[src/rtl/dbg_ack_pkg.sv]
package dbg_ack_pkg;

  typedef enum logic [2:0] {
    SEL_HALTED   = 3'd0,
    SEL_GOING    = 3'd1,
    SEL_RESUMING = 3'd2,
    SEL_EXCEPT   = 3'd3
  } notifySel_e;

  // strobes from control to datapath
  typedef struct packed {
    logic        haltAt;
    logic        resumeAt;
    logic        goDrop;
    logic        goRaise;
    logic        resumeRaise;
    logic        busyDone;
    logic        excNote;
    logic        badAddr;
    logic [31:0] fwId;
  } ackStrobes_t;

endpackage

[src/rtl/dbg_ack_ctrl.sv]
module dbg_ack_ctrl
  import dbg_ack_pkg::*;
#(
  parameter int NUM_HARTS = 4,
  localparam int IDW = (NUM_HARTS > 1) ? $clog2(NUM_HARTS) : 1
) (
  input  logic                 storeValid,
  input  logic [2:0]           storeSel,
  input  logic                 storeFull,
  input  logic [31:0]          storeData,
  input  logic [IDW-1:0]       selHart,
  input  logic                 errNone,
  input  logic                 goRaise,
  input  logic                 resumeRaise,
  input  logic [NUM_HARTS-1:0] goFlags,
  output ackStrobes_t          strobes
);

  logic idInRange;
  logic [IDW-1:0] idIdx;
  logic reportOk;

  always_comb begin
    idInRange = (storeData < 32'(NUM_HARTS));
    idIdx     = storeData[IDW-1:0];
    reportOk  = storeValid && storeFull && idInRange;

    strobes             = '0;
    strobes.fwId        = storeData;
    strobes.goRaise     = goRaise;
    strobes.resumeRaise = resumeRaise;

    if (storeValid) begin
      case (storeSel)
        SEL_HALTED: begin
          strobes.haltAt   = reportOk;
          strobes.busyDone = reportOk && (idIdx == selHart) && !goFlags[idIdx];
        end
        SEL_GOING:    strobes.goDrop   = 1'b1;
        SEL_RESUMING: strobes.resumeAt = reportOk;
        SEL_EXCEPT:   strobes.excNote  = errNone;
        default:      strobes.badAddr  = 1'b1;
      endcase
    end
  end

endmodule

[src/rtl/dbg_ack_datapath.sv]
module dbg_ack_datapath
  import dbg_ack_pkg::*;
#(
  parameter int NUM_HARTS = 4,
  localparam int IDW = (NUM_HARTS > 1) ? $clog2(NUM_HARTS) : 1
) (
  input  logic                 clk,
  input  logic                 rstN,
  input  ackStrobes_t          strobes,
  input  logic [IDW-1:0]       selHart,
  output logic [NUM_HARTS-1:0] haltedFlags,
  output logic [NUM_HARTS-1:0] goFlags,
  output logic [NUM_HARTS-1:0] resumeFlags,
  output logic [NUM_HARTS-1:0] resumeAckFlags,
  output logic                 busyClear,
  output logic                 excRecord,
  output logic                 badStore
);

  for (genvar h = 0; h < NUM_HARTS; h++) begin : gHart
    logic isFw;
    logic isSel;
    assign isFw  = (strobes.fwId == 32'(h));
    assign isSel = (selHart == IDW'(h));

    always_ff @(posedge clk or negedge rstN) begin
      if (!rstN) begin
        haltedFlags[h]    <= 1'b0;
        goFlags[h]        <= 1'b0;
        resumeFlags[h]    <= 1'b0;
        resumeAckFlags[h] <= 1'b0;
      end else begin
        // firmware reports
        if (strobes.haltAt && isFw) haltedFlags[h] <= 1'b1;
        if (strobes.resumeAt && isFw) begin
          haltedFlags[h]    <= 1'b0;
          resumeAckFlags[h] <= 1'b1;
          resumeFlags[h]    <= 1'b0;
        end
        if (strobes.goDrop && isSel) goFlags[h] <= 1'b0;
        // host requests take precedence
        if (strobes.goRaise && isSel) goFlags[h] <= 1'b1;
        if (strobes.resumeRaise && isSel) begin
          resumeFlags[h]    <= 1'b1;
          resumeAckFlags[h] <= 1'b0;
        end
      end
    end
  end

  always_ff @(posedge clk or negedge rstN) begin
    if (!rstN) begin
      busyClear <= 1'b0;
      excRecord <= 1'b0;
      badStore  <= 1'b0;
    end else begin
      busyClear <= strobes.busyDone;
      excRecord <= strobes.excNote;
      badStore  <= strobes.badAddr;
    end
  end

endmodule

[src/rtl/dbg_ack_tracker.sv]
module dbg_ack_tracker
  import dbg_ack_pkg::*;
#(
  parameter int NUM_HARTS = 4,
  localparam int IDW = (NUM_HARTS > 1) ? $clog2(NUM_HARTS) : 1
) (
  input  logic                 clk,
  input  logic                 rstN,
  input  logic                 storeValid,
  input  logic [2:0]           storeSel,
  input  logic                 storeFull,
  input  logic [31:0]          storeData,
  input  logic [IDW-1:0]       selHart,
  input  logic                 errNone,
  input  logic                 goRaise,
  input  logic                 resumeRaise,
  output logic [NUM_HARTS-1:0] haltedFlags,
  output logic [NUM_HARTS-1:0] goFlags,
  output logic [NUM_HARTS-1:0] resumeFlags,
  output logic [NUM_HARTS-1:0] resumeAckFlags,
  output logic                 busyClear,
  output logic                 excRecord,
  output logic                 badStore
);

  ackStrobes_t strobes;

  dbg_ack_ctrl #(.NUM_HARTS(NUM_HARTS)) uCtrl (
    .storeValid(storeValid), .storeSel(storeSel), .storeFull(storeFull),
    .storeData(storeData), .selHart(selHart), .errNone(errNone),
    .goRaise(goRaise), .resumeRaise(resumeRaise), .goFlags(goFlags),
    .strobes(strobes)
  );

  dbg_ack_datapath #(.NUM_HARTS(NUM_HARTS)) uData (
    .clk(clk), .rstN(rstN), .strobes(strobes), .selHart(selHart),
    .haltedFlags(haltedFlags), .goFlags(goFlags), .resumeFlags(resumeFlags),
    .resumeAckFlags(resumeAckFlags), .busyClear(busyClear),
    .excRecord(excRecord), .badStore(badStore)
  );

endmodule

[config.mk]
export PLATFORM = sky130hd
export DESIGN_NAME = dbg_ack_tracker
export DESIGN_NICKNAME = d
export VERILOG_FILES = /design/src/rtl/dbg_ack_pkg.sv /design/src/rtl/dbg_ack_ctrl.sv /design/src/rtl/dbg_ack_datapath.sv /design/src/rtl/dbg_ack_tracker.sv
export SDC_FILE = /design/constraint.sdc
export NUM_CORES = 1
export LEC_CHECK = 0
export BUFFER_PORTS_ARGS = -buffer_cell sky130_fd_sc_hd__buf_2
export CAP_MARGIN = 20
export CELL_PAD_IN_SITES_DETAIL_PLACEMENT = 1
export CELL_PAD_IN_SITES_GLOBAL_PLACEMENT = 1
export CORE_MARGIN = 5
export CORE_UTILIZATION = 36
export DETAILED_ROUTE_END_ITERATION = 12
export PLACE_DENSITY_LB_ADDON = 0.15
export RECOVER_POWER = 50
export SLEW_MARGIN = 15
export SYNTH_ARGS = -nofsm -noshare
export SYNTH_HDL_FRONTEND = slang
export SYNTH_HIERARCHICAL = 1
export SYNTH_SLANG_ARGS = --single-unit
[constraint.sdc]
create_clock -name clk -period 3.35 [get_ports clk]
set_clock_uncertainty 0.1 [all_clocks]
set_input_delay 0.1675 -clock clk [delete_from_list [all_inputs] [get_ports clk]]
set_output_delay 0.1675 -clock clk [all_outputs]
set_load 0.1 [all_outputs]
## After elaboration in Yosys (flattened, before gate mapping)

Cells that the tools add are included.

| storage, ports and cells | value |
|---|---|
| flip-flop bits (word level) | 19 |
| bits in latches | 0 |
| bits in writable memories | 0 |
| bits in read-only memories | 0 |
| output and inout bits | 19 |
| memories kept | 0 |

| operators by class | value |
|---|---|
| add/subtract/negate cells | 0 |
| $mul | 0 |
| div/mod/pow operators | 0 |
| magnitude comparators | 2 |
| eq/ne operators | 10 |
| shifts and indexed selects | 0 |
| muxes and demuxes | 42 |
| bitwise gates (word level) | 0 |
| reductions and logical operators | 41 |

Operators by type and width:

| kind | count |
|---|---|
| equality test 32 x 2 -> 1 bit (second input constant) | 2 |
| 2-to-1 mux 1 bit | 39 |
| equality test 32 x 1 -> 1 bit (second input constant) | 1 |
| logical NOT 32 bit | 1 |
| less-than comparator 32 x 3 -> 1 bit (second input constant) | 1 |
| logical AND 1 bit | 24 |
| nonzero test 2 bit | 12 |
| equality test 3 x 2 -> 1 bit (second input constant) | 2 |
| 2-to-1 mux 3 bit | 2 |
| equality test 2 bit (second input constant) | 2 |
| OR reduction 4 bit | 1 |
| equality test 3 x 1 -> 1 bit (second input constant) | 1 |
| logical NOT 3 bit | 1 |
| less-than comparator 2 x 3 -> 1 bit (second input constant) | 1 |
| binary-select mux 1 bit (select 2 bit) | 1 |
| equality test 2 x 1 -> 1 bit (second input constant) | 1 |
| equality test 2 bit | 1 |
| logical NOT 2 bit | 1 |
| logical NOT 1 bit | 1 |

## Depth between registers and ports, before layout

| logic depth | value |
|---|---|
| depth after elaboration | 7 |
| mapped depth | 6 |
| gate-level depth less buffers | 6 |

## Hierarchy

The synthesis kept the hierarchy.

By module, submodules not included:

| module | times used | cells each | area each (µm²) | seq. area each (µm²) |
|---|---|---|---|---|
| dbg_ack_datapath | 1 | 77 | 870.8 | 475.5 |
| dbg_ack_ctrl | 1 | 62 | 464.2 | 0.0 |

## Least setup slack after synthesis

No wires, ideal clock.

| timing | value |
|---|---|
| path type | reg2reg |
| from | register uData.goFlags[2] |
| to | register uData.busyClear |
| arrival | 1540 ps |
| required time | 3130 ps |
| slack | 1590 ps |
| cell stages (with the launch flop) | 5 |
| clock period less this slack | 1760 ps |
| cell sequence | dfrtp_1 > or3_1 > o21ai_1 > a22o_1 > and3_1 |

RTL lines:

| what | line | RTL |
|---|---|---|
| start, declared | dbg_ack_datapath.sv:12 | `output logic [NUM_HARTS-1:0] goFlags,` |
| start signal, assigned by index | dbg_ack_datapath.sv:29 | `goFlags[h] <= 1'b0;` |
| start signal, assigned by index | dbg_ack_datapath.sv:40 | `if (strobes.goDrop && isSel) goFlags[h] <= 1'b0;` |
| start signal, assigned by index | dbg_ack_datapath.sv:42 | `if (strobes.goRaise && isSel) goFlags[h] <= 1'b1;` |
| end signal, assigned | dbg_ack_datapath.sv:57 | `busyClear <= strobes.busyDone;` |
| end, declared | dbg_ack_datapath.sv:15 | `output logic busyClear,` |

==> load_flow_metrics.sql <==
INSERT INTO impl_metrics (metric_group, metric, value, unit) VALUES
('worst_setup_path', 'endpoint_of_the_worst_register_to_register_path', 'uData/busyClear$_DFF_PN0_', ''),
('sta', 'totalNegativeSetupSlack', '0', 'ps'),
('worst_setup_path', 'crit-reg2reg-launch', 'uData/goFlags[0]$_DFFE_PN0P_', ''),
('global_routing', 'antenna_found_initial', '0', ''),
('global_routing', 'first_global_vias', '1199', ''),
('synth', 'synth_warnings', '6', ''),
('layout', 'post_route_cells_drive_above_1_share', '44.8', '%'),
('routing', 'drtIter0Drc', '19', ''),
('sta', 'layout_worst_path_cycle_share', '59.5', '%'),
('power', 'total_leakage_power', '0.646', 'nW'),
('clock_tree', 'clkSlewWorstSetupHoldPaths', '70', 'ps'),
('clock_tree', 'cts_tree', 'built', ''),
('worst_setup_path', 'timing.reg2reg.worst_path_depth', '4', ''),
('synth', 'synthesis.instances', '139', ''),
('global_routing', 'grt_pass1_wl', '5530', 'µm'),
('die', 'die_area', '5030', 'µm²'),
('die', 'chipWidth', '70.9', 'µm'),
('sta', 'tightest_slew', '1180', 'ps'),
('die', 'die_y', '70.9', 'µm'),
('power', 'vdd_drop_max', '0.128', 'mV'),
('routing', 'wl_per_cell', '15.4', 'µm'),
('routing', 'routed_wl', '3400', 'µm'),
('synth', 'netlist.area_leader.share', '35.6', '%'),
('clock_tree', 'clk_latency', '250', 'ps'),
('sta', 'timing.fmax', '0.502', 'GHz'),
('layout', 'stdcell_count', '220', ''),
('sta', 'hold_viol_final', '0', ''),
('power', 'clock_power_share', '30.4', '%'),
('routing', 'number_of_vias_per_cell', '4.98', ''),
('sta', 'final_critical_path_setup_slack', '1360', 'ps'),
('flow_run', 'timing.max_cap.violations', '0', ''),
('worst_setup_path', 'endpoint_kind', 'flop', ''),
('synth', 'synthesis.nets', '183', ''),
('synth', 'synth.ff_latch_count', '19', ''),
('synth', 'yosysTopAreaCell', 'sky130_fd_sc_hd__dfrtp_1', ''),
('synth', 'ys_top_cells_by_area', 'sky130_fd_sc_hd__dfrtp_1 (36%), sky130_fd_sc_hd__buf_4 (19%), sky130_fd_sc_hd__nor4_2 (10%)', ''),
('layout', 'net_count_reported_at_finish', '217', ''),
('clock_tree', 'cts_made_buffers', '3', ''),
('placement', 'pre_cts_ws', '1140', 'ps'),
('routing', 'detail_route.drc_violations', '0', ''),
('synth', 'mappedNetlistArea', '1340', 'µm²'),
('sta', 'grt_setup_unrepaired', 'no', ''),
('clock_tree', 'cts.sink_count', '19', ''),
('layout', 'num-fill-cells', '460', ''),
('synth', 'synth_area_per_cell', '9.60', 'µm²'),
('global_routing', 'grt-ovfl-total', '0', ''),
('min_path', 'hold_path_depth', '2', ''),
('placement', 'dpl.hpwl', '2970', 'µm'),
('min_path', 'holdCritStartpoint', 'resumeRaise', ''),
('worst_setup_path', 'timing_worst_setup_path_type', 'in2reg', ''),
('min_path', 'worstHoldEndpoint', 'uData/resumeAckFlags[1]$_DFFE_PN0P_', ''),
('placement', 'placed_cells', '215', ''),
('sta', 'max_slew_vio_count', '0', ''),
('worst_setup_path', 'reg2reg_setup_slack', '2090', 'ps'),
('layout', 'area_delta_synth_final', '12.2', '%'),
('clock_tree', 'htree_num_levels', '1', ''),
('worst_setup_path', 'crit_path_max_fanout', '3', ''),
('routing', 'via_count_of_the_routed_design', '1096', ''),
('sta', 'min_period', '1990', 'ps'),
('clock_tree', 'postCtsSetupRepairBufs', '0', ''),
('clock_tree', 'post_cts_resize_count', '0', ''),
('die', 'design.portCount', '63', ''),
('power', 'sw_frac_of_total', '30.7', '%'),
('power', 'power.internal', '0.354', 'mW'),
('min_path', 'worst_hold_check_path_type', 'in2reg', ''),
('clock_tree', 'cts.hold.buffers_added', '1', ''),
('synth', 'synth.distinct_cells', '28', ''),
('status', 'outcome', 'complete, no violations', ''),
('sta', 'setup_violations', '0', ''),
('power', 'sequential_power_share', '46.8', '%'),
('die', 'floorplan.rows', '22', '');
==> worst max-delay path, cell delays in order <==
cell	delay, ps
sky130_fd_sc_hd__buf_2	110
sky130_fd_sc_hd__nor4_2	290
sky130_fd_sc_hd__nand4_1	190
sky130_fd_sc_hd__nor4_1	430
sky130_fd_sc_hd__nand2_1	130
sky130_fd_sc_hd__nor4_1	480
sky130_fd_sc_hd__o21ba_2	230
==> flip-flops by register name, summed over array words and instances (netlist names) <==
register	flops
uData/badStore	1
uData/haltedFlags	4
uData/busyClear	1
uData/resumeFlags	4
uData/excRecord	1
uData/resumeAckFlags	4
uData/goFlags	4
==> worst max-delay path by stage <==
| stage | end | slack, ps | cells past startpoint |
|---|---|---|---|
| 2_1_floorplan | uData/busyClear$_DFF_PN0_ | 1590 | 4 |
| 3_3_place_gp | uData/haltedFlags[3]$_DFFE_PN0P_ | 1330 | 7 |
| 3_5_place_dp | uData/haltedFlags[3]$_DFFE_PN0P_ | 1140 | 7 |
| 4_1_cts | uData/haltedFlags[3]$_DFFE_PN0P_ | 1370 | 7 |
| 5_1_grt | uData/haltedFlags[3]$_DFFE_PN0P_ | 1100 | 7 |
| 6_report | uData/haltedFlags[3]$_DFFE_PN0P_ | 1360 | 7 |
==> cell usage in the layout, fill, tap and decap left out <==
| cell | instances |
|---|---|
| sky130_fd_sc_hd__a21oi_1 | 1 |
| sky130_fd_sc_hd__a22o_1 | 5 |
| sky130_fd_sc_hd__a22oi_1 | 1 |
| sky130_fd_sc_hd__a32o_1 | 1 |
| sky130_fd_sc_hd__and2_0 | 1 |
| sky130_fd_sc_hd__and2_1 | 1 |
| sky130_fd_sc_hd__and3_1 | 1 |
| sky130_fd_sc_hd__buf_2 | 56 |
| sky130_fd_sc_hd__clkbuf_1 | 7 |
| sky130_fd_sc_hd__clkbuf_8 | 3 |
| sky130_fd_sc_hd__dfrtp_1 | 19 |
| sky130_fd_sc_hd__dlygate4sd3_1 | 1 |
| sky130_fd_sc_hd__inv_1 | 6 |
| sky130_fd_sc_hd__nand2_1 | 9 |
| sky130_fd_sc_hd__nand2b_1 | 3 |
| sky130_fd_sc_hd__nand3_1 | 3 |
| sky130_fd_sc_hd__nand4_1 | 5 |
| sky130_fd_sc_hd__nand4_2 | 1 |
| sky130_fd_sc_hd__nor2_1 | 4 |
| sky130_fd_sc_hd__nor2b_1 | 2 |
| sky130_fd_sc_hd__nor3_1 | 6 |
| sky130_fd_sc_hd__nor3_2 | 1 |
| sky130_fd_sc_hd__nor3b_1 | 1 |
| sky130_fd_sc_hd__nor4_1 | 5 |
| sky130_fd_sc_hd__nor4_2 | 11 |
| sky130_fd_sc_hd__nor4b_2 | 2 |
| sky130_fd_sc_hd__o21a_1 | 4 |
| sky130_fd_sc_hd__o21ai_0 | 4 |
| sky130_fd_sc_hd__o21ai_1 | 1 |
| sky130_fd_sc_hd__o21ba_2 | 2 |
| sky130_fd_sc_hd__or3_1 | 4 |
| sky130_fd_sc_hd__or3_4 | 1 |
==> power by group through the flow <==
stage / Combinational [mW] / Clock (mW) / Sequential (mW)
4_1_cts: 0.119 / 0.162 / 0.239
3_3_place_gp: 0.115 / 0 / 0.243
3_5_place_dp: 0.118 / 0 / 0.243
6_report: 0.117 / 0.155 / 0.239
5_1_grt: 0.125 / 0.177 / 0.239
2_1_floorplan: 0.0531 / 0 / 0.282
==> area by class of cell <==
class | instances | area [µm²] | area share (%)
Multi-Input combinational cell | 80 | 582 | 38.8
Sequential cell | 19 | 475 | 31.7
Timing Repair Buffer | 63 | 313 | 20.9
Tap cell | 48 | 60.1 | 4.01
Clock buffer | 4 | 45.0 | 3.01
Inverter | 6 | 22.5 | 1.50
==> cells by family after synthesis <==
group,count (synthesis),synth area share [%]
flip-flops,19,35.6
AND/OR/NAND/NOR,61,33.0
buffers and inverters,40,20.8
AO/OA/AOI/OAI,19,10.6
==> metrics by stage <==
stage	power, mW	cell area [µm²]
floorplan	0.335	1340
finish	0.510	1500
global placement	0.358	1450
detailed placement	0.361	1450
global route	0.542	1500
CTS	0.519	1510
==> layer usage <==
metal  global-route usage, %  up-vias  wire length (µm)
met4                    4.38        0                 0
met2                    25.7       33              1850
met1                    15.4      527              1400
met3                    1.99        0               146
met5                       0        -                 0
li1                        -      536                 -
==> cells in the mapped netlist <==
master                      n
sky130_fd_sc_hd__nor3b_1    1
sky130_fd_sc_hd__a21oi_1    1
sky130_fd_sc_hd__dfrtp_1   19
sky130_fd_sc_hd__a22oi_1    1
sky130_fd_sc_hd__nand4_1    5
sky130_fd_sc_hd__o21a_1     4
sky130_fd_sc_hd__nor4_1     5
sky130_fd_sc_hd__o21ai_1    1
sky130_fd_sc_hd__nor2b_1    2
sky130_fd_sc_hd__or3_4      1
sky130_fd_sc_hd__o21ai_0    4
sky130_fd_sc_hd__nor4_2    11
sky130_fd_sc_hd__or3_1      4
sky130_fd_sc_hd__nand2_1    9
sky130_fd_sc_hd__buf_4     34
sky130_fd_sc_hd__and3_1     1
sky130_fd_sc_hd__inv_1      6
sky130_fd_sc_hd__o21ba_2    2
sky130_fd_sc_hd__and2_1     2
sky130_fd_sc_hd__nor4b_2    2
sky130_fd_sc_hd__nand4_2    1
sky130_fd_sc_hd__nand2b_1   3
sky130_fd_sc_hd__nor3_2     1
sky130_fd_sc_hd__a22o_1     5
sky130_fd_sc_hd__nand3_1    3
sky130_fd_sc_hd__a32o_1     1
sky130_fd_sc_hd__nor3_1     6
sky130_fd_sc_hd__nor2_1     4
Power figures use the tool's default switching activity.
